**src/rtl/zq_sched_pkg.sv**
```systemverilog
package zq_sched_pkg;
  localparam int MAX_RANKS = 16;

  typedef enum logic [1:0] {
    CLS_INIT = 2'd0,
    CLS_SRX  = 2'd1,
    CLS_PER  = 2'd2
  } zqClass_t;

  typedef struct packed {
    logic       start;
    logic       isLong;
    logic [3:0] rank;
  } zqStrobe_t;
endpackage

```
**src/rtl/zq_sched_ctrl.sv**
```systemverilog
module zq_sched_ctrl
  import zq_sched_pkg::*;
#(
  parameter int NUM_RANKS  = 2,
  parameter bit SHARED_RES = 1'b1,
  localparam int RW = (NUM_RANKS > 1) ? $clog2(NUM_RANKS) : 1
) (
  input  logic                 clk,
  input  logic                 rstN,
  input  logic [NUM_RANKS-1:0] initReq,
  input  logic [NUM_RANKS-1:0] srxReq,
  input  logic [NUM_RANKS-1:0] periodicReq,
  input  logic [NUM_RANKS-1:0] banksIdle,
  input  logic [NUM_RANKS-1:0] rankBusy,
  input  logic [NUM_RANKS-1:0] trpOk,
  output zqStrobe_t            strobe,
  output logic                 cmdValid,
  output logic                 cmdA10,
  output logic [RW-1:0]        cmdRank
);
  logic [NUM_RANKS-1:0] pendInit, pendSrx, pendPer;
  logic [NUM_RANKS-1:0] ready;
  logic [NUM_RANKS-1:0] clrInit, clrSrx, clrPer;
  zqClass_t             pickCls;
  logic                 anyBusy;

  always_comb begin
    anyBusy = |rankBusy;
    for (int r = 0; r < NUM_RANKS; r++) begin
      ready[r] = !rankBusy[r] && banksIdle[r] && trpOk[r] && (!SHARED_RES || !anyBusy);
    end
    strobe  = '0;
    pickCls = CLS_PER;
    // later loops override earlier ones; descending index lets rank 0 win
    for (int r = NUM_RANKS - 1; r >= 0; r--) begin
      if (ready[r] && pendPer[r]) begin
        strobe.start = 1'b1;
        strobe.rank  = 4'(r);
        pickCls      = CLS_PER;
      end
    end
    for (int r = NUM_RANKS - 1; r >= 0; r--) begin
      if (ready[r] && pendSrx[r]) begin
        strobe.start = 1'b1;
        strobe.rank  = 4'(r);
        pickCls      = CLS_SRX;
      end
    end
    for (int r = NUM_RANKS - 1; r >= 0; r--) begin
      if (ready[r] && pendInit[r]) begin
        strobe.start = 1'b1;
        strobe.rank  = 4'(r);
        pickCls      = CLS_INIT;
      end
    end
    strobe.isLong = strobe.start && (pickCls != CLS_PER);
    for (int r = 0; r < NUM_RANKS; r++) begin
      clrInit[r] = strobe.start && (strobe.rank == 4'(r)) && (pickCls == CLS_INIT);
      clrSrx[r]  = strobe.start && (strobe.rank == 4'(r)) && (pickCls == CLS_SRX);
      clrPer[r]  = strobe.start && (strobe.rank == 4'(r)) && (pickCls == CLS_PER);
    end
  end

  always_ff @(posedge clk) begin
    if (!rstN) begin
      pendInit <= '0;
      pendSrx  <= '0;
      pendPer  <= '0;
      cmdValid <= 1'b0;
      cmdA10   <= 1'b0;
      cmdRank  <= '0;
    end else begin
      pendInit <= (pendInit & ~clrInit) | initReq;
      pendSrx  <= (pendSrx & ~clrSrx) | srxReq;
      pendPer  <= (pendPer & ~clrPer) | periodicReq;
      cmdValid <= strobe.start;
      cmdA10   <= strobe.isLong;
      cmdRank  <= strobe.rank[RW-1:0];
    end
  end
endmodule

```
**src/rtl/zq_sched_timers.sv**
```systemverilog
module zq_sched_timers
  import zq_sched_pkg::*;
#(
  parameter int NUM_RANKS = 2,
  parameter int TZQINIT   = 512,
  parameter int TZQOPER   = 256,
  parameter int TZQCS     = 64,
  parameter int TRP       = 11,
  localparam int WMAX = (TZQINIT > TZQOPER) ? ((TZQINIT > TZQCS) ? TZQINIT : TZQCS)
                                            : ((TZQOPER > TZQCS) ? TZQOPER : TZQCS),
  localparam int CW = $clog2(WMAX + 1),
  localparam int TW = $clog2(TRP + 1)
) (
  input  logic                 clk,
  input  logic                 rstN,
  input  zqStrobe_t            strobe,
  input  logic [NUM_RANKS-1:0] preAllPulse,
  output logic [NUM_RANKS-1:0] rankBusy,
  output logic [NUM_RANKS-1:0] trpOk,
  output logic [NUM_RANKS-1:0] calDone
);
  for (genvar r = 0; r < NUM_RANKS; r++) begin : g_rank
    logic [CW-1:0] winCnt;
    logic [CW-1:0] winLen;
    logic [TW-1:0] trpCnt;
    logic          busyR, curLong, firstDone, doneR, startR;

    assign startR = strobe.start && (strobe.rank == 4'(r));

    always_comb begin
      if (!strobe.isLong)  winLen = CW'(TZQCS);
      else if (firstDone)  winLen = CW'(TZQOPER);
      else                 winLen = CW'(TZQINIT);
    end

    always_ff @(posedge clk) begin
      if (!rstN) begin
        winCnt    <= '0;
        busyR     <= 1'b0;
        curLong   <= 1'b0;
        firstDone <= 1'b0;
        doneR     <= 1'b0;
        trpCnt    <= '0;
      end else begin
        doneR <= 1'b0;
        if (startR) begin
          busyR   <= 1'b1;
          winCnt  <= winLen - CW'(1);
          curLong <= strobe.isLong;
        end else if (busyR) begin
          if (winCnt == '0) begin
            busyR <= 1'b0;
            doneR <= 1'b1;
            if (curLong) firstDone <= 1'b1;
          end else begin
            winCnt <= winCnt - CW'(1);
          end
        end
        if (preAllPulse[r])      trpCnt <= TW'(TRP);
        else if (trpCnt != '0)   trpCnt <= trpCnt - TW'(1);
      end
    end

    assign rankBusy[r] = busyR;
    assign calDone[r]  = doneR;
    assign trpOk[r]    = (trpCnt == '0) && !preAllPulse[r];
  end
endmodule

```
**src/rtl/zq_cal_sched.sv**
```systemverilog
module zq_cal_sched
  import zq_sched_pkg::*;
#(
  parameter int NUM_RANKS  = 2,
  parameter bit SHARED_RES = 1'b1,
  parameter int TZQINIT    = 512,
  parameter int TZQOPER    = 256,
  parameter int TZQCS      = 64,
  parameter int TRP        = 11,
  localparam int RW = (NUM_RANKS > 1) ? $clog2(NUM_RANKS) : 1
) (
  input  logic                 clk,
  input  logic                 rstN,
  input  logic [NUM_RANKS-1:0] initReq,
  input  logic [NUM_RANKS-1:0] srxReq,
  input  logic [NUM_RANKS-1:0] periodicReq,
  input  logic [NUM_RANKS-1:0] banksIdle,
  input  logic [NUM_RANKS-1:0] preAllPulse,
  input  logic [NUM_RANKS-1:0] ckeIn,
  input  logic [NUM_RANKS-1:0] odtIn,
  output logic                 zqCmd,
  output logic                 zqA10,
  output logic [RW-1:0]        zqRank,
  output logic [NUM_RANKS-1:0] ckeOut,
  output logic [NUM_RANKS-1:0] odtOut,
  output logic [NUM_RANKS-1:0] rankBusy,
  output logic [NUM_RANKS-1:0] calDone
);
  zqStrobe_t            strobe;
  logic [NUM_RANKS-1:0] trpOk;

  zq_sched_ctrl #(.NUM_RANKS(NUM_RANKS), .SHARED_RES(SHARED_RES)) u_ctrl (
    .clk(clk), .rstN(rstN),
    .initReq(initReq), .srxReq(srxReq), .periodicReq(periodicReq),
    .banksIdle(banksIdle), .rankBusy(rankBusy), .trpOk(trpOk),
    .strobe(strobe), .cmdValid(zqCmd), .cmdA10(zqA10), .cmdRank(zqRank)
  );

  zq_sched_timers #(
    .NUM_RANKS(NUM_RANKS), .TZQINIT(TZQINIT), .TZQOPER(TZQOPER),
    .TZQCS(TZQCS), .TRP(TRP)
  ) u_timers (
    .clk(clk), .rstN(rstN), .strobe(strobe), .preAllPulse(preAllPulse),
    .rankBusy(rankBusy), .trpOk(trpOk), .calDone(calDone)
  );

  assign ckeOut = ckeIn | rankBusy;
  assign odtOut = odtIn & ~rankBusy;
endmodule

```
**config.mk**
```make
export PLATFORM = sky130hd
export DESIGN_NAME = zq_cal_sched
export DESIGN_NICKNAME = d
export VERILOG_FILES = /design/src/rtl/zq_sched_pkg.sv /design/src/rtl/zq_sched_ctrl.sv /design/src/rtl/zq_sched_timers.sv /design/src/rtl/zq_cal_sched.sv
export SDC_FILE = /design/constraint.sdc
export NUM_CORES = 1
export LEC_CHECK = 0
export BUFFER_PORTS_ARGS = -buffer_cell sky130_fd_sc_hd__buf_2
export CAP_MARGIN = 10
export CORE_UTILIZATION = 30
export CTS_BUF_LIST = sky130_fd_sc_hd__clkbuf_8
export DETAILED_ROUTE_END_ITERATION = 6
export PLACE_DENSITY = 0.49
export SYNTH_ARGS = -nofsm -noshare
export SYNTH_HDL_FRONTEND = slang
export SYNTH_HIERARCHICAL = 1
export SYNTH_SLANG_ARGS = --single-unit
export TNS_END_PERCENT = 10
```
**constraint.sdc**
```tcl
create_clock -name clk -period 4.8 [get_ports clk]
set_clock_uncertainty 0.15 [all_clocks]
set_input_delay 0.96 -clock clk [delete_from_list [all_inputs] [get_ports clk]]
set_output_delay 0.96 -clock clk [all_outputs]
set_load 0.02 [all_outputs]
```
==> results.cfg <==
[synthesis]
netlist_area_um2 = 2300
yosys.cell_types.count = 62
muxShareOfSynthArea_pct = 1.850
synth_ff_type = dfxtp_1
synth_top_family_by_area = compound AO/OA/AOI/OAI gates
synth-adder-area-share_pct = 1.088
synth_area_per_cell_um2 = 8.744
synth_edf_count = 0
yosysWarnings = 6
synth_cells = 263
ys_ff_latch = 45
yosysSeqAreaShare_pct = 39.17
synthSimpleGateAreaFrac_pct = 23.78
synth_compound_area_share_pct = 27.09
synthArstFlopShare_pct = 0
synth-xor-area-share_pct = 1.904

[timing]
slew-limit-headroom_pct = 46.37
setup_viol = 0
tightest_slew_ns = 0.7972
rsz0062_at_grt = no
drv_slew = 0
finalHoldWorstSlack_ns = 0.3097
setup_tns_ns = 0
hold_violations = 0
min_period_ns = 3.785
timing.final.crit_share_pct = 78.86
max_freq_ghz = 0.2642

[pwr]
p_leak_nw = 0.9342
ir_worst_vdd_mv = 0.09652
p_per_area_nw_per_um2 = 294.2

[setup_path]
cp_data_arrival_time_ns = 3.86
critPathLaunchType = input pin
critical_path_class = input pin to register
crit_path_max_fanout = 9
r2r_cells = 13
critical_path.endpoint_type = register
r2r_start = u_timers/g_rank[1].trpCnt[2]
reg2reg_slack_ns = 1.11
worstPathRequired_ns = 4.87
timing.rr.end = u_timers/g_rank[1].winCnt[6]

[place]
place_congestion = 0.7712
dp_hpwl_mm = 3.691
port_buffers = 26

[final_layout]
nFillCells = 755
mostFrequentLayoutCell = dfxtp_1
drive_gt1_share_pct = 19.16
final_cell_mix = dfxtp_1 (45), buf_2 (26), nand2_1 (21), a21oi_1 (21), nor2_1 (18)
syn_to_final_growth_pct = 14.25
diodes = 0
nNetsFinal = 304

[worst_hold_path]
holdPathStages = 2
whs_endpoint = u_timers/g_rank[1].curLong
hold_path.class = register to register
hp-start = u_timers/g_rank[1].curLong

[drt]
drt_pass1_iterations = 4
vias = 2054
wl_mm = 5.269
vias_per_cell = 5.321
drt_iter0_drc = 76
drtAntennaViolNets = 0
drc_errors = 0
wl_per_cell_um = 13.65

[run]
drv_cap = 0

[global_routing]
grt-ovfl-total = 0
first_global_vias = 1822
gr-usage-all-layers_pct = 13.81
grt_pass1_wl_mm = 8.362
antenna_found_initial = 0
grt_max_degree = 26

[floorplan]
die_area_um2 = 8020
start_util_pct = 31.37
fp-row-count = 31
die_h_um = 89.56
core_um2 = 7331
ios = 27
die_w_um = 89.56

[cts]
cts_tree = done
cts.sink_count = 45
cts.path.max_buffers = 2
htreeDepth = 2
cts-root-buf = clkbuf_8
tritoncts.num_buffers = 5
path_clk_slew_ns = 0.08
post_cts_buffers = 0
holdBufCountCts = 0
clk_latency_ns = 0.30
cts.repair.resized = 0

[outcome]
status = completed
[synthesized netlist by cell type, types with 2 or more instances]
master | number | area share (%)
a211oi_1 | 3 | 0.98
a21boi_0 | 2 | 0.65
a21o_1 | 2 | 0.65
a21oi_1 | 21 | 4.6
a22oi_2 | 2 | 1.1
a31oi_1 | 7 | 1.9
a41oi_1 | 3 | 1.1
and2_1 | 5 | 1.4
and2b_2 | 2 | 0.76
and4bb_4 | 2 | 1.4
buf_4 | 7 | 2.3
clkbuf_1 | 9 | 1.5
dfxtp_1 | 45 | 39
ha_1 | 2 | 1.1
inv_1 | 4 | 0.65
mux2_2 | 2 | 0.98
mux2i_1 | 2 | 0.87
nand2_1 | 21 | 3.4
nand3_1 | 9 | 2.0
nand3b_1 | 3 | 0.98
nand4bb_1 | 2 | 0.98
nor2_1 | 18 | 2.9
nor2b_1 | 4 | 1.1
nor3_1 | 7 | 1.5
nor3b_1 | 3 | 0.98
nor4_1 | 4 | 1.1
o211ai_1 | 3 | 0.98
o21a_1 | 2 | 0.65
o21ai_0 | 16 | 3.5
o31a_1 | 2 | 0.76
o31ai_1 | 4 | 1.3
o41a_1 | 3 | 1.5
o41ai_1 | 2 | 0.76
or2_1 | 2 | 0.54
or2_2 | 2 | 0.54
or3_1 | 3 | 0.82
or3b_2 | 2 | 0.76
or4_1 | 4 | 1.3
xnor2_1 | 4 | 1.5
[how the worst max path moves through the flow]
| stage | startpoint | to | slack [ns] | cells after the start |
|---|---|---|---|---|
| 5_1_grt | preAllPulse[1] | u_timers/g_rank[1].winCnt[6] | 0.80 | 13 |
| 2_1_floorplan | preAllPulse[0] | u_timers/g_rank[1].winCnt[6] | 0.58 | 14 |
| 6_report | preAllPulse[1] | u_timers/g_rank[1].winCnt[6] | 1.01 | 13 |
| 4_1_cts | preAllPulse[1] | u_timers/g_rank[1].winCnt[6] | 1.04 | 13 |
| 3_3_place_gp | preAllPulse[1] | u_timers/g_rank[1].winCnt[6] | 0.79 | 13 |
| 3_5_place_dp | preAllPulse[1] | u_timers/g_rank[1].winCnt[6] | 0.74 | 13 |
[power by group]
group / leakage [nW] / switching, W / total [W] / internal, W
sequential: 0.367 / 0.0000119 / 0.000397 / 0.000385
combinational: 0.505 / 0.0000471 / 0.0000795 / 0.0000324
clock: 0.0626 / 0.000129 / 0.000297 / 0.000168
[layer usage]
metal	track usage, %	wire length (um)	vias to the layer above
li1	-	-	1032
met1	17.33	2597	988
met2	23.21	2422	30
met3	2.862	187	4
met4	5.195	63	0
met5	0	0	-
[critical path, cell delays in order]
cell       delay, ns
buf_2           0.12
nor3_1          0.24
and4bb_4        0.35
o211ai_2        0.13
a221oi_4        0.43
nor2b_1         0.24
nand2_1         0.13
nand2_1         0.09
ha_1            0.16
nand4bb_1       0.13
a311o_1         0.41
or3_1           0.32
a31oi_1         0.15
[sequential cells by signal, indices dropped and copies added (netlist names)]
register                   flops
u_ctrl/pendInit                2
u_timers/g_rank.busyR          2
u_timers/g_rank.doneR          2
u_ctrl/pendPer                 2
u_ctrl/cmdA10                  1
u_timers/g_rank.trpCnt         8
u_timers/g_rank.winCnt        20
u_timers/g_rank.curLong        2
u_ctrl/pendSrx                 2
u_ctrl/cmdValid                1
u_ctrl/cmdRank                 1
u_timers/g_rank.firstDone      2
[cells by family (layout without fill, tap and decap cells)]
kind of cell	after synthesis	after routing
compound gates	86	86
xor+xnor	5	5
fa+ha+maj	2	2
buf+inv	23	45
flops	45	45
mux	4	4
other cells	1	3
simple gates	97	97
[per-stage QoR]
| step | instance area [um^2] | power, W | setup WS [ns] | instances | utilization [%] |
|---|---|---|---|---|---|
| after global routing | 2628 | 0.0008131 | 0.8037 | 386 | 35.84 |
| after floorplan | 2307 | 0.0004617 | 0.5816 | 265 | - |
| after detailed placement | 2511 | 0.0004852 | 0.7377 | 378 | 34.26 |
| final | 2628 | 0.0007731 | 1.015 | 386 | 35.84 |
| after global placement | 2511 | 0.0004847 | 0.7876 | 378 | 34.26 |
| after CTS | 2628 | 0.0007859 | 1.044 | 386 | 35.84 |
[layout make-up]
cell class              count  area [um^2]  share of cell area [%]
clock buffers               6        82.58                   3.143
clock inverters             2        33.78                   1.286
inverters                   5        18.77                  0.7143
multi-input cells         197         1292                   49.19
flip-flops and latches     45        900.9                   34.29
well taps                  99        123.9                   4.714
repair buffers             32        175.2                   6.667
(Power assumes the default switching activity.)
